### config.mk
export PLATFORM = sky130hd
export DESIGN_NAME = flex_lut_cell
export DESIGN_NICKNAME = d
export VERILOG_FILES = /design/src/rtl/flex_lut_pkg.sv /design/src/rtl/flex_lut_store.sv /design/src/rtl/flex_lut_read.sv /design/src/rtl/flex_lut_oreg.sv /design/src/rtl/flex_lut_cell.sv
export SDC_FILE = /design/constraint.sdc
export NUM_CORES = 1
export LEC_CHECK = 0
export BUFFER_PORTS_ARGS = -buffer_cell sky130_fd_sc_hd__buf_2
export CAP_MARGIN = 10
export CORE_MARGIN = 5
export CORE_UTILIZATION = 30
export CTS_CLUSTER_SIZE = 20
export DETAILED_ROUTE_END_ITERATION = 7
export PLACE_DENSITY = 0.45
export SLEW_MARGIN = 10
export SYNTH_ARGS = -nofsm -noshare
export SYNTH_HDL_FRONTEND = slang
export SYNTH_HIERARCHICAL = 1
export SYNTH_SLANG_ARGS = --single-unit
### constraint.sdc
create_clock -name clk -period 3.5 [get_ports clk]
set_input_delay 0.7 -clock clk [delete_from_list [all_inputs] [get_ports clk]]
set_output_delay 0.7 -clock clk [all_outputs]
set_load 0.01 [all_outputs]
### src/rtl/flex_lut_pkg.sv
package flex_lut_pkg;

  typedef enum logic [2:0] {
    CM_LUT6      = 3'd0,
    CM_LUT5X2    = 3'd1,
    CM_RAM       = 3'd2,
    CM_SHIFT32   = 3'd3,
    CM_SHIFT16X2 = 3'd4
  } cell_mode_e;

  localparam int unsigned N_OUT = 2;

  function automatic cell_mode_e decode_mode(input logic [2:0] raw);
    case (raw)
      3'd1:    return CM_LUT5X2;
      3'd2:    return CM_RAM;
      3'd3:    return CM_SHIFT32;
      3'd4:    return CM_SHIFT16X2;
      default: return CM_LUT6;
    endcase
  endfunction

endpackage

### src/rtl/flex_lut_store.sv
module flex_lut_store
  import flex_lut_pkg::*;
#(
  parameter int unsigned ADDR_W = 6,
  localparam int unsigned DEPTH = 1 << ADDR_W
) (
  input  logic              clk,
  input  logic              rst,
  input  logic              clr,
  input  cell_mode_e        mode,
  input  logic [DEPTH-1:0]  init,
  input  logic [ADDR_W-1:0] addr,
  input  logic [1:0]        din,
  input  logic              we,
  output logic [DEPTH-1:0]  mem
);

  localparam int unsigned HALF = DEPTH / 2;
  localparam int unsigned QTR  = DEPTH / 4;

  always_ff @(posedge clk) begin
    if (clr) begin
      mem <= init;
    end else if (we) begin
      case (mode)
        CM_RAM:       mem[addr] <= din[0];
        CM_SHIFT32:   mem[HALF-1:0] <= {mem[HALF-2:0], din[0]};
        CM_SHIFT16X2: begin
          mem[QTR-1:0]         <= {mem[QTR-2:0], din[0]};
          mem[HALF+QTR-1:HALF] <= {mem[HALF+QTR-2:HALF], din[1]};
        end
        default: ;
      endcase
    end
  end


  init_load_chk: assert property (@(posedge clk) disable iff (rst)
    clr |=> mem == $past(init));


  ram_write_chk: assert property (@(posedge clk) disable iff (rst)
    (!clr && we && mode == CM_RAM) |=> mem[$past(addr)] == $past(din[0]));


  srl32_upper_hold_chk: assert property (@(posedge clk) disable iff (rst)
    (!clr && mode == CM_SHIFT32) |=> mem[DEPTH-1:HALF] == $past(mem[DEPTH-1:HALF]));


  lut_write_ignore_chk: assert property (@(posedge clk) disable iff (rst)
    (!clr && (mode == CM_LUT6 || mode == CM_LUT5X2)) |=> $stable(mem));


  idle_hold_chk: assert property (@(posedge clk) disable iff (rst)
    (!clr && !we) |=> $stable(mem));

endmodule

### src/rtl/flex_lut_read.sv
module flex_lut_read
  import flex_lut_pkg::*;
#(
  parameter int unsigned ADDR_W = 6,
  localparam int unsigned DEPTH = 1 << ADDR_W
) (
  input  logic [DEPTH-1:0]  mem,
  input  cell_mode_e        mode,
  input  logic [ADDR_W-1:0] addr,
  output logic [N_OUT-1:0]  comb
);

  localparam int unsigned HALF = DEPTH / 2;

  logic [ADDR_W-1:0] lo_half_idx, hi_half_idx, a_tap_idx, b_tap_idx;

  assign lo_half_idx = {1'b0, addr[ADDR_W-2:0]};
  assign hi_half_idx = {1'b1, addr[ADDR_W-2:0]};
  assign a_tap_idx   = {2'b00, addr[ADDR_W-3:0]};
  assign b_tap_idx   = {2'b10, addr[ADDR_W-3:0]};

  always_comb begin
    comb = '0;
    case (mode)
      CM_LUT5X2: begin
        comb[0] = mem[lo_half_idx];
        comb[1] = mem[hi_half_idx];
      end
      CM_SHIFT32: begin
        comb[0] = mem[lo_half_idx];
        comb[1] = mem[HALF-1];
      end
      CM_SHIFT16X2: begin
        comb[0] = mem[a_tap_idx];
        comb[1] = mem[b_tap_idx];
      end
      default: comb[0] = mem[addr];
    endcase
  end

endmodule

### src/rtl/flex_lut_oreg.sv
module flex_lut_oreg
  import flex_lut_pkg::*;
(
  input  logic             clk,
  input  logic             rst,
  input  logic             clr,
  input  logic [N_OUT-1:0] comb,
  input  logic [N_OUT-1:0] en,
  output logic [N_OUT-1:0] out
);

  logic [N_OUT-1:0] q;

  for (genvar k = 0; k < N_OUT; k++) begin : g_out
    always_ff @(posedge clk) begin
      if (clr) q[k] <= 1'b0;
      else     q[k] <= comb[k];
    end
    assign out[k] = en[k] ? q[k] : comb[k];
  end


  oreg_clear_chk: assert property (@(posedge clk) disable iff (rst)
    clr |=> q == '0);

endmodule

### src/rtl/flex_lut_cell.sv
module flex_lut_cell
  import flex_lut_pkg::*;
#(
  parameter int unsigned ADDR_W = 6,
  localparam int unsigned DEPTH = 1 << ADDR_W
) (
  input  logic              clk,
  input  logic              rst,
  input  logic [2:0]        mode_i,
  input  logic [DEPTH-1:0]  init_i,
  input  logic [ADDR_W-1:0] addr_i,
  input  logic [1:0]        din_i,
  input  logic              we_i,
  input  logic [1:0]        oreg_en_i,
  output logic [1:0]        out_o
);

  cell_mode_e       mode_req, mode_q;
  logic             clr;
  logic [DEPTH-1:0] mem;
  logic [N_OUT-1:0] comb;

  assign mode_req = decode_mode(mode_i);
  assign clr      = rst || (mode_req != mode_q);

  always_ff @(posedge clk) begin
    mode_q <= mode_req;
  end

  flex_lut_store #(.ADDR_W(ADDR_W)) store_i (
    .clk(clk), .rst(rst), .clr(clr), .mode(mode_q), .init(init_i),
    .addr(addr_i), .din(din_i), .we(we_i), .mem(mem)
  );

  flex_lut_read #(.ADDR_W(ADDR_W)) read_i (
    .mem(mem), .mode(mode_q), .addr(addr_i), .comb(comb)
  );

  flex_lut_oreg oreg_i (
    .clk(clk), .rst(rst), .clr(clr), .comb(comb), .en(oreg_en_i), .out(out_o)
  );

endmodule

### Word level (Yosys, flattened, before mapping)

Index checks and enable logic that the tools add are counted.
W data, S select, Z words.

| storage, ports and cells | value |
|---|---|
| flip-flop bits (word level) | 69 |

| cells by class | value |
|---|---|
| order comparisons | 6 |
| mux-type cells | 24 |
| reductions and logical operators | 13 |
| eq/ne operators | 9 |

Operators by type and width:

| operator | count |
|---|---|
| $mux W64 | 2 |
| $pmux W16 S2 | 3 |
| $bwmux W64 | 1 |
| $lt A6 B7 Y1 const B | 3 |
| $mux W16 | 1 |
| $eq A3 B2 Y1 const B | 4 |
| $pmux W3 S4 | 1 |
| $bmux W1 S5 | 2 |
| $reduce_bool A3 Y1 | 3 |
| $bmux W1 S4 | 2 |
| $mux W1 | 8 |
| $reduce_and A2 Y1 | 4 |
| $lt A4 B7 Y1 const B | 1 |
| $lt A5 B7 Y1 const B | 1 |
| $bmux W1 S6 | 1 |
| $demux W1 S6 | 1 |
| $eq A3 B1 Y1 const B | 2 |
| $eq A3 B3 Y1 const B | 2 |
| $ge A6 B1 Y1 const B | 1 |
| $reduce_bool A2 Y1 | 2 |
| $reduce_or A2 Y1 | 2 |
| $ne A3 B3 Y1 | 1 |
| $pmux W1 S3 | 1 |
| $pmux W1 S2 | 1 |
| 2 further kinds | 2 |

### Depth between registers and ports, before layout

Gate-level depths: netlist of run 1.

| depth | value |
|---|---|
| depth in word-level cells | 8 |
| gate-level depth with buffers | 9 |
| gate-level depth less buffers | 6 |

### Cells and area by module

The synthesis of run 1 kept the hierarchy.

Modules (own cells, without submodules):

| module | cells each | area an instance (sq um) | instances | seq. area each (sq um) |
|---|---|---|---|---|
| flex_lut_store | 418 | 4146.5 | 1 | 1921.8 |
| flex_lut_read | 50 | 615.6 | 1 | 0.0 |
| flex_lut_cell | 15 | 152.6 | 1 | 60.1 |
| flex_lut_oreg | 6 | 82.6 | 1 | 40.0 |

### Worst setup path after synthesis of run 1

Ideal clock, no wire load.

| path | value |
|---|---|
| kind | input to output |
| start point | input port addr_i[0] |
| end point | output port out_o[0] |
| buffers on the path | 1 |
| stages on the path | 6 |
| required time | 2.800 ns |
| arrival time | 2.323 ns |
| path slack | 0.477 ns |
| cell sequence | buf_6 -> mux4_2 -> mux4_2 -> mux2i_1 -> o211ai_1 -> mux2_4 |

| between the ends | value |
|---|---|
| word-level cells in the longest chain between the ends | 4 |
| elaborated cells between the ends (all ways) | 8 |
| those cells by class | mux: 8 |

RTL lines:

| what | RTL line | RTL |
|---|---|---|
| from (decl) | flex_lut_cell.sv:11 | `input logic [ADDR_W-1:0] addr_i,` |
| $bmux W1 S6, or another cell as far along | flex_lut_read.sv:37 | `default: comb[0] = mem[addr];` |
| $mux W1 (on tied branches) | -- |  |
| $pmux W1 S2 (*) | flex_lut_read.sv:24 | `case (mode)` |
| via comb[0] | flex_lut_cell.sv:21 | `logic [N_OUT-1:0] comb;` |
| $mux W1 (*) | flex_lut_oreg.sv:19 | `assign out[k] = en[k] ? q[k] : comb[k];` |
| to (decl) | flex_lut_cell.sv:15 | `output logic [1:0] out_o` |

Mark *: on every way through the listed nets, which the timed path passes. The rest lies on a longest branch. The select of a mux whose other input is x is not followed.

### Worst setup path in the final report of run 1

Same ends and word-level chain as after synthesis.

==> impl_metrics.toml, run 1 <==
[power_and_ir_drop]
seq_power_share_pct = 44.4
p_leak_nw = 2.14
p_sw_mw = 0.676
intPower_mw = 1.79
peakVddDrop_uv = 235
comb_power_share_pct = 19.6
power_density_nw_per_um2 = 426
pwr-share-clk_pct = 36.0
switching_share_pct = 27.4

[clock_tree]
root_buffer = "clkbuf_16"
numClockSinks = 69
clk_pin_slew_ns = 0.06
cts_max_level = 3
clock_path_buffers = 2
hold_buffers = 0
numCtsBuffers = 9
clk_latency_ns = 0.34
cts_tree = "yes"

[sta]
max_clock_freq_ghz = 0.298
setup-tns-final_ns = 0
hold_ws_ns = 0.593
slew_viol_final = 0
rsz0062_at_grt = "false"
finClkSkew_ns = 0.00629
period_needed_ns = 3.36
hold_viol_final = 0
slew_headroom_pct = 49.9
fin_crit_sh_pct = 95.9
worst_pin_slew_ns = 0.752
setup_viol = 0

[synth]
async_reset_ff_share_pct = 0
ys.warnings.count = 6
ys_seq_area_share_pct = 40.5
synthFlopType = "edfxtp_1"
yosysUniqueCellTypes = 57
synth.most_common_cell = "nand2_1"
syn-num-nets = 569
synthTopCellsByCount = "nand2_1, edfxtp_1, a21oi_1, a22oi_1, o21ai_0"
synthTopCellsByArea = "edfxtp_1, a22oi_1, mux4_2"
netlist_instances = 489
netlist.area_leader.share_pct = 38.5
synth_edf_count = 64
synth_largest_area_cell = "edfxtp_1"
syn_avg_cell_area_um2 = 10.2
synth_seq_cells = 69
netlist_area_um2 = 5000

[grt]
overflow = 0
track_usage_pct = 17.5
antenna_found_initial = 0
grt_max_degree = 33
grt_pass1_vias = 4321
grt_pass1_wl_mm = 25.8

[setup_path]
cp.required_ns = 2.80
critical_path_arrival_ns = 2.66
critPathLaunchType = "primary input"
crit_fanout = 5
setup.worst_path.end_class = "primary output"
crit_type = "in -> out"

[final_layout]
diodes = 0
drive_gt1_share_pct = 29.9
syn2layout_area_growth_pct = 15.8
nFillCells = 1721
nets = 637

[floorplan]
rows = 47
core_area_um2 = 16500
die_w_um = 139
die_y_um = 139
dieArea_um2 = 19300
num_io_pins = 82
initial_core_util_pct = 30.3

[flow_run]
cap_violations = 0

[place]
place.gp.congestion = 0.875
port_buffers = 81
hpwl_mm = 12.5

[routing]
firstDrtPassIters = 5
detail-route-antenna-nets = 0
drc = 0
vias_per_cell = 5.62
wl_per_cell_um = 22.1
vias = 4395
drt_iter0_drc = 566
wl_mm = 17.2

[run_status]
outcome = "completed"

[hold_path]
hold_class = "reg -> reg"
[worst max-delay path: stages]
cell and delay (ns):
buf_2 0.17, mux4_1 0.57, mux4_2 0.54, mux2i_1 0.15, o211ai_1 0.12, mux2_4 0.28
buf_2 0.14
[stage by stage]
step	setup slack, ns	total power [mW]	area [um2]	instances	utilization, %
after global placement	0.166	1.59	5500	766	33.4
after global routing	0.0213	2.58	5790	782	35.1
after detailed placement	0.130	1.59	5500	766	33.4
after CTS	0.125	2.48	5780	782	35.1
final	0.142	2.47	5790	782	35.1
after floorplan	0.477	1.42	5000	489	-
[placed cells by master (no fill, tap or decap), drive strengths merged, types with 2 or more instances in the layout]
master  Yosys  layout
nor2b       8       8
nor3        3       3
dfxtp       5       5
a22o       16      16
and3        4       4
nand2b      2       2
nand3b      4       4
nor3b       9       9
xor2        2       2
buf        32     104
clkinv      0       4
o21ai      38      38
o211ai      2       2
mux2        3       3
nand2      75      75
o221ai     15      15
clkbuf     14      10
a21oi      52      52
and3b       7       7
edfxtp     64      64
nor4b       2       2
a22oi      48      48
nand3       7       7
mux2i       7       7
nor2       24      24
inv        16      16
nand4       3       3
mux4       17      17
[power groups by stage]
stage	Combinational (mW)	Clock, mW	Sequential [mW]
2_1_floorplan	0.348	0	1.07
3_3_place_gp	0.469	0	1.12
3_5_place_dp	0.480	0	1.11
4_1_cts	0.481	0.908	1.10
5_1_grt	0.526	0.946	1.10
6_report	0.483	0.889	1.10
[final timing paths]
kind                                                 from                         to  slack (ns)  depth (start not counted)
worst max-delay path                            addr_i[0]                   out_o[0]        0.14                          7
worst max register to register          mode_q[0]$_DFF_P_  store_i/mem[46]$_DFFE_PP_        0.70                          5
worst min-delay path            store_i/mem[38]$_DFFE_PP_  store_i/mem[39]$_DFFE_PP_        0.59                          2
worst min register to register  store_i/mem[38]$_DFFE_PP_  store_i/mem[39]$_DFFE_PP_        0.59                          2
[registers in the layout (all words and copies together) (netlist names)]
name and count:
mode_q 3, oreg_i/q 2, store_i/mem 64
[routing by layer]
metal | track usage, % | vias up | part of all wire, % | routed length [um]
li1 | - | 2011 | - | -
met1 | 24.4 | 2144 | 43 | 7480
met2 | 27.0 | 210 | 46 | 8010
met3 | 3.45 | 30 | 7.9 | 1360
met4 | 6.44 | 0 | 2.3 | 397
met5 | 0 | - | 0 | 0
[kinds of logic after synthesis]
kind of cell,synth area share (%)
buffers and inverters,8.41
AOI/OAI and AO/OA,23.1
DFF,40.5
and+or+nand+nor,17.5
muxes,9.97
xor gates and xnor gates,0.526
[timing repair]
action                                  4_1_cts  5_1_grt
hold endpoints to repair                      0        0
resized for setup                             0        2
buffers inserted                              0        0
endpoints found under the setup margin        0        1
[cell type report]
class	instances	area, um2	area share, %
sequential	69	2020	34.9
clock buffer	10	229	3.96
tap	220	275	4.76
clock inverter	6	53.8	0.930
multi-input combinational	357	2560	44.3
inverter	16	60.1	1.04
timing repair buffer	104	586	10.1
Power figures use the tool's default switching activity.
==> inputs of run 2 (changes only) <==
--- a/config.mk
+++ b/config.mk
@@ -7,13 +7,12 @@
 export LEC_CHECK = 0
 export BUFFER_PORTS_ARGS = -buffer_cell sky130_fd_sc_hd__buf_2
 export CAP_MARGIN = 10
-export CORE_MARGIN = 5
 export CORE_UTILIZATION = 30
 export CTS_CLUSTER_SIZE = 20
 export DETAILED_ROUTE_END_ITERATION = 7
+export GPL_ROUTABILITY_DRIVEN = 0
 export PLACE_DENSITY = 0.45
 export SLEW_MARGIN = 10
 export SYNTH_ARGS = -nofsm -noshare
 export SYNTH_HDL_FRONTEND = slang
-export SYNTH_HIERARCHICAL = 1
 export SYNTH_SLANG_ARGS = --single-unit
==> run 2 against run 1 <==
Effect of this change: sequential cell count stayed put; register-to-register slack better by 0.24 ns; setup slack worse by 0.053 ns; critical path depth increased by 4; die area down 10%; synthesized cell count grew 23%.
==> impl_metrics.toml, run 2 <==
[synth]
synth_largest_area_cell = "edfxtp_1"
netlist_area_um2 = 5050
synthTopCellsByCount = "nand2_1, a21oi_1, edfxtp_1, o21ai_0, a22oi_1"
syn_avg_cell_area_um2 = 8.37
netlist.area_leader.share_pct = 38.1
synthTopCellsByArea = "edfxtp_1, nand2_1, a21oi_1"
yosysUniqueCellTypes = 62
ys.warnings.count = 0
netlist_instances = 603
synthFlopType = "edfxtp_1"
async_reset_ff_share_pct = 0
syn-num-nets = 683
synth_edf_count = 64
synth_seq_cells = 69
ys_seq_area_share_pct = 40.1
synth.most_common_cell = "nand2_1"

[sta]
fin_crit_sh_pct = 97.5
max_clock_freq_ghz = 0.293
slew_headroom_pct = 53.7
hold_viol_final = 0
period_needed_ns = 3.41
worst_pin_slew_ns = 0.694
slew_viol_final = 0
finClkSkew_ns = 0.00568
rsz0062_at_grt = "false"
setup_viol = 0

[final_layout]
top_register = "store_i.mem"
reg_top3 = "store_i.mem (64), mode_q (3), oreg_i.q (2)"
diodes = 0
syn2layout_area_growth_pct = 20.6
nets = 746
nFillCells = 1744
post-route-util_pct = 36.8
final_cell_mix = "nand2_1, buf_2, a21oi_1"
drive_gt1_share_pct = 25.0
final_cells = 891
largest_reg_flops = 64
final_common_cell = "nand2_1"

[setup_path]
cpMostUsedCell = "buf_4"
path_delay_family = "simple AND/OR/NAND/NOR gates"
cp.required_ns = 2.80
cp_slowest_cell = "or3b_2"
critPathLaunchType = "primary input"
crit-reg2reg-launch = "mode_q[1]$_DFF_P_"
critical_path_arrival_ns = 2.71
ff2ff_path_depth = 6
r2r-end = "store_i.mem[24]$_DFFE_PP_"
crit_fanout = 6
slowest_delay_ns = 0.47
critPathBufInv = 5
crit_type = "in -> out"
setup.worst_path.end_class = "primary output"
r2r_slack_ns = 0.94
cp_cell_sequence = "buf_2 > buf_4 > or3b_2 > a21oi_2 > a2111oi_2 > buf_4 > nor2b_1 > nor4_2 > buf_4 > mux2_1 > buf_2"

[routing]
detail-route-antenna-nets = 0
drt_iter0_drc = 393
firstDrtPassIters = 5
route.met2.wl_mm = 8.21
route.layer.met1.wl_mm = 7.57
vias_per_cell = 5.41
drc = 0
vias = 4816
wl_per_cell_um = 19.1
highest_layer = "met4"
wl_mm = 17.0
dr_wl_met3_um = 949

[floorplan]
dieArea_um2 = 17300
core_area_um2 = 16500
num_io_pins = 82
rows = 47
initial_core_util_pct = 30.5
die_w_um = 132
die_y_um = 132

[power_and_ir_drop]
p_leak_nw = 2.29
totalPowerFinal_mw = 2.52
power_density_nw_per_um2 = 415
peakVddDrop_uv = 235

[clock_tree]
numCtsBuffers = 9
cts_tree = "yes"
clock_path_buffers = 2
numClockSinks = 69
clk_pin_slew_ns = 0.06
root_buffer = "clkbuf_16"
cts_max_level = 3
clk_latency_ns = 0.35

[hold_path]
min_from = "mode_i[2]"
hold_depth = 2
holdPathEnd = "mode_q[1]$_DFF_P_"
hold_class = "in -> reg"

[grt]
grt_pass1_vias = 4722
antenna_found_initial = 0
grt_max_degree = 63
overflow = 0
track_usage_pct = 20.1
grt_pass1_wl_mm = 26.7

[place]
hpwl_mm = 12.3
port_buffers = 81
dp_cells = 873

[run_status]
outcome = "completed"

[flow_run]
cap_violations = 0
[run 2: cells by family (layout without fill, tap and decap cells)]
logic type	count (synthesis)	after routing	synth area share (%)
AO/OA/AOI/OAI	220	220	26.8
AND/OR/NAND/NOR	212	212	19.8
buffers and inverters	74	142	6.77
flip-flops	69	69	40.1
multiplexers	25	25	6.05
XOR/XNOR	3	3	0.521
[run 2: power by group]
part	switching (mW)	leakage (nW)	internal, mW
sequential	0.0697	0.707	1.03
clock	0.365	0.137	0.547
combinational	0.296	1.45	0.212
[run 2: what timing repair did]
item	in CTS	in global routing
pin swaps	0	4
gates resized for setup	3	9
buffers inserted	0	1
hold buffers	0	0
setup endpoints to repair	1	1
gates cloned	0	1
[run 2: worst max-delay path by stage]
stage	start	to	slack, ns	cells after the start
2_1_floorplan	addr_i[2]	out_o[0]	0.50	7
3_3_place_gp	addr_i[2]	out_o[0]	-0.11	11
3_5_place_dp	addr_i[0]	out_o[0]	-0.1	10
4_1_cts	addr_i[1]	out_o[0]	0.0004	10
5_1_grt	addr_i[2]	out_o[0]	0.004	11
6_report	addr_i[2]	out_o[0]	0.09	11
[run 2: area by class of cell]
cell class | count | area, um2 | area share (%)
clock buffers | 11 | 233 | 3.83
clock inverters | 5 | 51.3 | 0.843
inverters | 6 | 22.5 | 0.370
multi-input cells | 460 | 2730 | 44.8
flip-flops and latches | 69 | 2020 | 33.2
well taps | 220 | 275 | 4.52
repair buffers | 120 | 753 | 12.4
[run 2: layer usage]
layer / track usage [%] / vias up
li1: - / 2332
met1: 26.4 / 2311
met2: 32.6 / 153
met3: 4.59 / 20
met4: 6.52 / 0
met5: 0 / -
[run 2: per-stage QoR]
step	worst slack, ns	TNS, ns	hold slack, ns	cell area [um2]
final	0.0887	0	0.562	6080
after global routing	0.00426	0	0.576	6080
after CTS	0.000358	0	0.552	6020
after detailed placement	-0.0970	-0.0970	0.679	5730
after global placement	-0.113	-0.113	0.663	5730
after floorplan	0.503	0	0.611	5050
[run 2: worst register-to-register path: cells and delay by family, from the launching register on]
kind	cells	cell delay, ns
simple gates	3	1.14
compound gates	3	0.59
flops	1	0.56
==> inputs of run 3 (changes only) <==
--- a/config.mk
+++ b/config.mk
@@ -5,6 +5,7 @@
 export SDC_FILE = /design/constraint.sdc
 export NUM_CORES = 1
 export LEC_CHECK = 0
+export ABC_AREA = 1
 export BUFFER_PORTS_ARGS = -buffer_cell sky130_fd_sc_hd__buf_2
 export CAP_MARGIN = 10
 export CORE_UTILIZATION = 30
==> constraint.sdc (replaced) <==
create_clock -name clk -period 3.5 [get_ports clk]
set_input_delay 0.7 -clock clk [delete_from_list [all_inputs] [get_ports clk]]
set_output_delay 0.7 -clock clk [all_outputs]
set_load 0.02 [all_outputs]
==> run 3 against run 2 <==
Effect of this change: clock power increased by 8.1%; die area increased by 3.6%; count of clock-buffer cells in the layout unchanged; setup slack better by 0.21 ns; sequential cell count unchanged; register-to-register slack worse by 0.08 ns; first-iteration DRC count up 1.0%; sequential share of layout area down 0.42 points; worst hold slack better by 0.010 ns; clock skew increased by 0.0033 ns; non-clock buffer count is 23 lower; largest power group unchanged.
==> impl_metrics.toml, run 3 <==
[synth]
syn_avg_cell_area_um2 = 6.74
synth_largest_area_cell = "edfxtp_1"
synth_edf_count = 64
netlist.area_leader.share_pct = 36.8
yosysUniqueCellTypes = 32
netlist_area_um2 = 5230
ys.warnings.count = 0
synth.most_common_cell = "nand2_1"
async_reset_ff_share_pct = 0
synthTopCellsByCount = "nand2_1, nor2_1, inv_1, edfxtp_1, o21ai_0"
synth_seq_cells = 69
ys_seq_area_share_pct = 38.7
synthFlopType = "edfxtp_1"
synthTopCellsByArea = "edfxtp_1, nand2_1, nor2_1"
netlist_instances = 776
syn-num-nets = 856

[grt]
antenna_found_initial = 0
grt_max_degree = 80
grt_pass1_wl_mm = 28.2
overflow = 0
track_usage_pct = 20.7
grt_pass1_vias = 5045

[sta]
slew_viol_final = 0
hold_ws_ns = 0.573
setup_viol = 0
max_clock_freq_ghz = 0.312
slew_headroom_pct = 25.0
setup-tns-final_ns = 0
hold_viol_final = 0
rsz0062_at_grt = "false"
fin_crit_sh_pct = 91.5
finClkSkew_ns = 0.00894
worst_pin_slew_ns = 1.12
period_needed_ns = 3.20

[setup_path]
crit_fanout = 7
critPathBufInv = 3
ff2ff_path_depth = 9
crit_type = "in -> out"
cp_cell_sequence = "buf_2 > inv_1 > nor2_1 > nand3_1 > nand2_1 > nor2_1 > nand2_1 > nand3_1 > nand2_1 > nand2_1 > nand3_1 > nand3_1 > nand2_1 > buf_2"
slowest_delay_ns = 0.54
cp.required_ns = 2.80
worstSetupPathDepth = 14
setup.worst_path.end_class = "primary output"
critPathLaunchType = "primary input"
critical_path_arrival_ns = 2.50
cp_slowest_cell = "nor2_1"
path_delay_family = "simple AND/OR/NAND/NOR gates"
cpMostUsedCell = "nand2_1"

[clock_tree]
hold_buffers = 0
numCtsBuffers = 9
root_buffer = "clkbuf_16"
cts_resized = 0
clock_path_buffers = 2
cts_setup_buffers = 0
cts_max_level = 3
numClockSinks = 69
clk_latency_ns = 0.34
cts_tree = "yes"
clk_pin_slew_ns = 0.06

[routing]
vias = 5352
vias_per_cell = 5.02
detail-route-antenna-nets = 0
wl_per_cell_um = 17.0
drt_iter0_drc = 397
drc = 0
firstDrtPassIters = 5
wl_mm = 18.1

[power_and_ir_drop]
totalPowerFinal_mw = 2.66
p_leak_nw = 2.77
peakVddDrop_uv = 243
power_density_nw_per_um2 = 431

[hold_path]
hold_depth = 2
hold_class = "in -> reg"

[floorplan]
dieArea_um2 = 18000
rows = 47
initial_core_util_pct = 31.1
die_w_um = 134
core_area_um2 = 16800
num_io_pins = 82
die_y_um = 134

[final_layout]
drive_gt1_share_pct = 16.9
final_cell_mix = "nand2_1, nor2_1, inv_1"
largest_reg_flops = 64
top_register = "store_i.mem"
nFillCells = 1890
final_common_cell = "nand2_1"
nets = 922
diodes = 0
reg_top3 = "store_i.mem (64), mode_q (3), oreg_i.q (2)"
syn2layout_area_growth_pct = 17.8

[place]
hpwl_mm = 13.0
port_buffers = 81

[run_status]
outcome = "completed"

[flow_run]
cap_violations = 0
## run 3: changes by cell type after synthesis, moves of 23 or more
cell / delta
nand3_1: +28
nor2_1: +86
inv_1: +82
nor3_1: +23
nand2_1: +88
a22oi_1: -35
## run 3: report_power, final
part | internal, mW | switching (mW)
Clock | 0.621 | 0.366
Sequential | 1.05 | 0.0671
Combinational | 0.179 | 0.374
## run 3: through the flow
stage / std cells / utilization, % / cell area [um2] / setup WS (ns)
2_1_floorplan: 776 / - / 5230 / 0.853
3_3_place_gp: 1051 / 34.8 / 5850 / 0.378
3_5_place_dp: 1051 / 34.8 / 5850 / 0.324
4_1_cts: 1067 / 36.6 / 6160 / 0.323
5_1_grt: 1067 / 36.6 / 6160 / 0.201
6_report: 1067 / 36.6 / 6160 / 0.297
## run 3: worst reg2reg max path: cells and delay by family (launching register included)
family	cells	cell delay, ns
AND/OR/NAND/NOR	4	1.27
buffers and inverters	4	0.56
flip-flops	1	0.33
AO/OA/AOI/OAI	1	0.19
## run 3: worst paths after layout
check / start / end / slack (ns)
hold / removal: mode_i[2] / mode_q[1]$_DFF_P_ / 0.57
hold reg to reg: store_i.mem[33]$_DFFE_PP_ / store_i.mem[34]$_DFFE_PP_ / 0.64
setup / recovery: addr_i[2] / out_o[0] / 0.30
setup reg to reg: mode_q[1]$_DFF_P_ / store_i.mem[11]$_DFFE_PP_ / 0.86
## run 3: area by class of cell
class | count | area, um2 | area share [%]
clock inverters | 5 | 75.1 | 1.22
flip-flops and latches | 69 | 2020 | 32.8
well taps | 220 | 275 | 4.47
clock buffers | 11 | 233 | 3.78
repair buffers | 97 | 551 | 8.94
inverters | 96 | 360 | 5.85
multi-input cells | 569 | 2650 | 42.9
## run 3: logic make-up after synthesis
logic type / Yosys count / share of synthesized area, %
AND/OR/NAND/NOR: 413 / 33.0
buffers and inverters: 138 / 10.9
XOR/XNOR: 2 / 0.335
AO/OA/AOI/OAI: 154 / 17.1
flip-flops: 69 / 38.7
## run 3: routing by layer
| metal | vias to the layer above | routed length [um] | track usage, % |
|---|---|---|---|
| li1 | 2688 | - | - |
| met1 | 2503 | 8550 | 28.2 |
| met2 | 135 | 8200 | 32.8 |
| met3 | 26 | 859 | 3.17 |
| met4 | 0 | 480 | 8.24 |
| met5 | - | 0 | 0 |
